`src/rtl/smul_pkg.sv`:
```
package smul_pkg;

    localparam int unsigned OP_W  = 16;
    localparam int unsigned RES_W = 2 * OP_W;

    // Operand together with its signedness flag
    typedef struct packed {
        logic [OP_W-1:0] val;
        logic            sgn;
    } operand_t;

    // Combined request presented on one cycle
    typedef struct packed {
        operand_t x;
        operand_t y;
        logic     frac;
    } mul_req_t;

    typedef enum logic [1:0] {
        SIGN_UU = 2'b00,
        SIGN_US = 2'b01,
        SIGN_SU = 2'b10,
        SIGN_SS = 2'b11
    } sign_mix_e;

    function automatic sign_mix_e sign_mix(input operand_t x, input operand_t y);
        return sign_mix_e'({x.sgn, y.sgn});
    endfunction

    // Q15 scaling applies only in fractional mode with both operands signed
    function automatic logic scale_needed(input mul_req_t r);
        return r.frac && (sign_mix(r.x, r.y) == SIGN_SS);
    endfunction

endpackage

```
`src/rtl/smul_opext.sv`:
```
module smul_opext #(
    parameter int unsigned W = 16
) (
    input  logic [W-1:0]   val,
    input  logic           sgn,
    output logic signed [W:0] ext
);
    // Top bit is a copy of the operand MSB only when signed
    always_comb begin
        ext = $signed({sgn & val[W-1], val});
    end
endmodule

```
`src/rtl/smul_core.sv`:
```
module smul_core #(
    parameter int unsigned W = 16
) (
    input  logic signed [W:0]   ea,
    input  logic signed [W:0]   eb,
    output logic [2*W-1:0]      prod
);
    localparam int unsigned FW = 2 * (W + 1);

    logic signed [FW-1:0] full;

    always_comb begin
        full = FW'(ea) * FW'(eb);
    end

    // Exact product always fits in 2W bits of two's complement or unsigned
    assign prod = full[2*W-1:0];
endmodule

```
`src/rtl/smul_scaler.sv`:
```
module smul_scaler #(
    parameter int unsigned PW = 32
) (
    input  logic [PW-1:0] din,
    input  logic          shift_en,
    output logic [PW-1:0] dout
);
    always_comb begin
        if (shift_en) dout = {din[PW-2:0], 1'b0};
        else          dout = din;
    end
endmodule

```
`src/rtl/smul16_frac.sv`:
```
module smul16_frac
    import smul_pkg::*;
#(
    parameter int unsigned W = OP_W
) (
    input  logic           clk,
    input  logic           rst,
    input  logic           in_vld,
    input  logic [W-1:0]   op_x,
    input  logic [W-1:0]   op_y,
    input  logic           x_signed,
    input  logic           y_signed,
    input  logic           frac_en,
    output logic           res_vld,
    output logic [2*W-1:0] res
);
    localparam int unsigned PW   = 2 * W;
    localparam int unsigned N_OP = 2;

    logic [W-1:0]        op_val [N_OP];
    logic                op_sgn [N_OP];
    logic signed [W:0]   op_ext [N_OP];
    logic [PW-1:0]       raw_prod;
    logic [PW-1:0]       scaled;
    logic                do_shift;

    assign op_val[0] = op_x;
    assign op_val[1] = op_y;
    assign op_sgn[0] = x_signed;
    assign op_sgn[1] = y_signed;

    for (genvar i = 0; i < N_OP; i++) begin : g_ext
        smul_opext #(.W(W)) u_ext (
            .val (op_val[i]),
            .sgn (op_sgn[i]),
            .ext (op_ext[i])
        );
    end

    smul_core #(.W(W)) u_core (
        .ea   (op_ext[0]),
        .eb   (op_ext[1]),
        .prod (raw_prod)
    );

    assign do_shift = frac_en & x_signed & y_signed;

    smul_scaler #(.PW(PW)) u_scale (
        .din      (raw_prod),
        .shift_en (do_shift),
        .dout     (scaled)
    );

    always_ff @(posedge clk) begin
        if (rst) begin
            res_vld <= 1'b0;
            res     <= '0;
        end else begin
            res_vld <= in_vld;
            if (in_vld) res <= scaled;
        end
    end
endmodule

```
`config.mk`:
```
export PLATFORM = sky130hd
export DESIGN_NAME = smul16_frac
export DESIGN_NICKNAME = d
export VERILOG_FILES = /design/src/rtl/smul_pkg.sv /design/src/rtl/smul_opext.sv /design/src/rtl/smul_core.sv /design/src/rtl/smul_scaler.sv /design/src/rtl/smul16_frac.sv
export SDC_FILE = /design/constraint.sdc
export NUM_CORES = 1
export LEC_CHECK = 0
export BUFFER_PORTS_ARGS = -buffer_cell sky130_fd_sc_hd__buf_2
export CAP_MARGIN = 20
export CORE_MARGIN = 2
export CORE_UTILIZATION = 65
export CTS_CLUSTER_DIAMETER = 50
export DETAILED_ROUTE_END_ITERATION = 16
export GPL_TIMING_DRIVEN = 0
export HOLD_SLACK_MARGIN = 0.12
export PLACE_DENSITY = 0.84
export RECOVER_POWER = 25
export SETUP_SLACK_MARGIN = 0.02
export SYNTH_ARGS = -nofsm -noshare
export SYNTH_HDL_FRONTEND = slang
export SYNTH_SLANG_ARGS = --single-unit
```
`constraint.sdc`:
```
create_clock -name clk -period 8.55 [get_ports clk]
set_input_delay 0.4275 -clock clk [delete_from_list [all_inputs] [get_ports clk]]
set_output_delay 0.4275 -clock clk [all_outputs]
set_load 0.03 [all_outputs]
```
# After elaboration in Yosys (flattened, before gate mapping)
# Cells that the tools add are included.
# Widths: inputs -> output; s select.
# word_totals
reg_bits	33
inputBits	38
# classes
mul	1
mux	1
bitwise	4
# ops
cell	count
$mul 17x17->32	1
$mux 32	1
$and 1x1->1	4

# Logic depth before layout (Yosys ltp)
# logic_depth
word_depth	3
mapped_depth	25
depth_no_buf	24

# By module
# A second synthesis with hierarchy kept.
# hier_totals
cells_unflattened	1334
area_unflattened_um2	12505.7
# modules_own_cells
module	n_inst	cells_per_inst	area_per_inst_um2	seq_area_each_um2
smul_core	1	1157	10508.8	0.0
smul16_frac	1	107	1208.7	660.6
smul_scaler	1	36	535.5	0.0
smul_opext	2	17	126.4	0.0

# Worst setup path after synthesis
# Ideal clock, no wire load.
# synth_timing
path_kind	input to register
start	in x_signed
end	reg res[31]
setup_time_ns	0.139
t_arrival_ns	5.963
path_slack_ns	2.448
path_stages	23
path_buffers	1
path_cell_list	and2_1 buf_4 nand2_1 inv_1 fa_1 inv_1 fa_1 inv_1 fa_1 fa_1 fa_1 inv_1 fa_1 inv_1 ha_1 and4_1 and3_4 nand4_4 a21oi_2 o2111ai_2 a311o_1 a211oi_2 a2111oi_2
# synth_via
elab_chain_cells	3
elab_cells_between_ends	5
# synth_lines
element	line_no	rtl
start, declared	smul16_frac.sv:11	input logic x_signed,
$and 1x1->1, on equally long branches	smul_opext.sv:10, smul16_frac.sv:46	
$mul 17x17->32 or $and 1x1->1 (tied branches)	smul_core.sv:13, smul16_frac.sv:46	
$mux 32 (*)	smul_scaler.sv:9	if (shift_en) dout = {din[PW-2:0], 1'b0};
end signal, assigned	smul16_frac.sv:60	if (in_vld) res <= scaled;
end, declared	smul16_frac.sv:15	output logic [2*W-1:0] res
# Every way passes the cells marked *; elsewhere a longest branch is shown, timed or not.
# A chain may end at the register's enable or synchronous reset.

# Worst setup path in the final report
# layout_timing
start	in op_y[8]
end	reg res[31]
# layout_via
elab_chain_cells	2
# layout_lines
element	line_no	rtl
start, declared	smul16_frac.sv:10	input logic [W-1:0] op_y,
$mul 17x17->32	smul_core.sv:13	full = FW'(ea) * FW'(eb);
$mux 32	smul_scaler.sv:9	
# No other way between the ends.

==> key figures <==
Status
  • Outcome: completed

Route
  • Number of DRC markers in iteration 0: 873
  • Antenna-violating nets left: 0
  • Routed met2 length: 15,200 microns
  • Met3 wire len: 2770 microns
  • First-pass DRT Iterations: 6
  • Wirelength per Cell: 18.5 microns
  • Met1 WL: 11,500 microns
  • Via/cell ratio: 5.87
  • Drt drc: 0
  • Final wirelength: 31,000 microns
  • Highest metal used: met4
  • Vias: 9,814

Global route
  • Vias in the first global route: 10,400
  • Global route overflow: 0
  • Global-route wire length before repair: 52,000 microns
  • Total GRT Usage: 33.7%
  • Initial antenna violation count: 0
  • Largest net degree at the start of global routing: 11

Worst setup path
  • Data arrival, critical path: 7.04 ns
  • Startpoint Class: input port
  • CP Data Required Time: 8.69 ns
  • Reg2Reg Setup Slack: 7.40 ns
  • Reg2reg start: res[31]$_SDFFE_PP0P_
  • Cells on worst reg2reg path: 4
  • Worst reg2reg path endpoint: res[31]$_SDFFE_PP0P_
  • Setup Crit Path Kind: in -> reg
  • CP Capture Type: flop
  • Crit path max fanout: 10

Min path
  • HP Class: reg -> reg
  • Min-delay src: res[21]$_SDFFE_PP0P_
  • Hold Path Depth: 2
  • Hold EP: res[21]$_SDFFE_PP0P_

Die
  • Initial core utilization: 66.9%
  • Die area: 0.0198 sq mm
  • Io pins: 71
  • Rows: 49
  • Height of the die: 141 microns
  • Die W: 141 microns
  • Core box area: 0.0181 sq mm

Synth
  • Top-count cell post-synth: inv_1
  • Commonest cells post-synth: inv_1 (317), fa_1 (282), nand2_1 (176)
  • Largest area contributor in the netlist: fa_1
  • Simple-gate area share of the yosys netlist: 17.8%
  • Synth warn: 0
  • Yosys reg bits: 33
  • Mapped Cells: 1,371
  • Syn Nets: 1,773
  • Synthesized cell area: 0.0121 sq mm
  • Async SR Flop Fraction: 0%
  • Syn avg cell area: 8.85 sq um
  • Sequential share of the synthesized area: 5.44%
  • Synth area leaders: fa_1 (47%), inv_1 (9.8%), ha_1 (8.5%)
  • Post-synth EDFFs: 0
  • Synth cell types: 67
  • Main combinational cell family by area after synthesis: adder cells
  • Xor and xnor area share after synthesis: 2.13%
  • Mux share of post-synthesis cell area: 0.0825%
  • Complex-gate fraction of the synthesized area: 7.69%
  • Synth Area in Adders: 55.0%
  • Synth top area share: 46.5%
  • Ys flop type: dfxtp_1

Clock tree
  • Post-cts hold buffer count: 0
  • CTS resizes: 0
  • Setup Buffers After CTS: 0
  • Clock net sink count: 33
  • CTS tree: yes
  • Bufs on Longest Clock Path: 2
  • Num CTS Buffers: 5
  • Root Driver: clkbuf_16
  • H-tree depth: 2
  • Clk_lat worst skew: 0.28 ns
  • Reg clk slew, reported paths: 0.06 ns

STA
  • Tcrit/Tclk final: 80.7%
  • Min Tclk post-route: 6.90 ns
  • Fmax: 0.145 GHz
  • Worst-margin pin slew: 0.712 ns
  • Setup TNS: 0 ns
  • Clock skew: 0 ns
  • Hold Vio Cnt, Final: 0
  • Slew HR: 52.5%
  • Final setup viols: 0
  • RSZ-0062 raised after global routing: no
  • Final Max Slew Viols: 0

Finish
  • Layout Cells excl Fill: 1,673
  • Nets: 1,845
  • Final core occ: 70.9%
  • Area growth from synthesis to layout: 6.02%
  • Share of layout cells above drive strength 1: 6.16%
  • Antenna Diode Count: 0

Place
  • Placed insts: 1,665
  • Final HPWL DP: 26,200 microns
  • # port buffers: 65
  • Gp weighted congestion: 0.945

Job
  • Max-cap violation count: 0
-- critical path, stage by stage --
cell	delay, ns
clkbuf_1	0.51
clkbuf_1	0.52
nand2_1	0.19
fa_1	0.58
inv_1	0.06
fa_1	0.48
fa_1	0.57
fa_1	0.48
fa_1	0.51
inv_1	0.05
fa_1	0.47
inv_1	0.04
ha_1	0.35
and4_1	0.27
and3_4	0.23
nand4_4	0.13
a21oi_2	0.26
o2111ai_2	0.16
a311o_1	0.43
a211oi_2	0.23
a2111oi_2	0.08
-- flip-flops by register name (all words and copies together) (netlist names) --
signal	count
res_vld	1
res	32
-- layout by cell type, fill, tap and decap left out, types with 3 or more instances in the layout --
cell type	n
a211oi_1	12
a21o_1	4
a21oi_1	34
a311oi_1	11
a31oi_1	5
and2_1	126
and3_1	9
and3_4	3
buf_2	50
clkbuf_1	65
clkbuf_16	5
clkbuf_8	3
dfxtp_1	33
fa_1	282
ha_1	82
inv_1	317
nand2_1	176
nand2b_1	5
nand3_1	6
nand4_1	3
nor2_1	71
nor3_1	12
o21a_1	6
o21ai_0	23
o21ai_1	6
or2_2	6
or3_1	7
xnor2_1	20
xor2_1	7
-- final cells by class --
| cell class | instances | area [sq um] |
|---|---|---|
| clock buffer | 6 | 129 |
| inverter | 317 | 1190 |
| multi-input combinational | 966 | 10000 |
| timing repair buffer | 65 | 307 |
| sequential | 33 | 661 |
| buffer | 55 | 248 |
| fill | 1389 | 5280 |
| tap | 229 | 287 |
| clock inverter | 2 | 10.0 |
-- through the flow --
stage               cell area (sq um)  hold slack (ns)  setup slack, ns
finish                          12900            0.474             1.65
global route                    12900            0.489             1.31
CTS                             12900            0.473             1.72
detailed placement              12700            0.462             1.43
global placement                12700            0.464             1.58
floorplan                       12100            0.591             2.45
-- worst max-delay path by stage --
stage / start / end / slack (ns) / depth (start not counted)
final: op_y[8] / res[31]$_SDFFE_PP0P_ / 1.65 / 21
after detailed placement: op_y[8] / res[31]$_SDFFE_PP0P_ / 1.43 / 21
after global placement: op_y[8] / res[31]$_SDFFE_PP0P_ / 1.58 / 21
after global routing: op_y[8] / res[31]$_SDFFE_PP0P_ / 1.31 / 21
after floorplan: x_signed / res[31]$_SDFFE_PP0P_ / 2.45 / 23
after CTS: op_y[8] / res[31]$_SDFFE_PP0P_ / 1.72 / 21
-- metal layers --
metal	up-vias	global-route usage, %
met1	4926	42.6
met2	502	57.1
met5	-	0
met3	134	6.83
met4	0	13.9
li1	4252	-
-- cell families after synthesis --
kind of cell,Yosys count
flops,33
fa+ha+maj,364
buf+inv,372
xor+xnor,28
compound gates,134
mux,1
simple gates,439
Power is left out: the tool's default activity adds up to more than one toggle a clock period on the data nets, which glitch-free logic cannot reach.
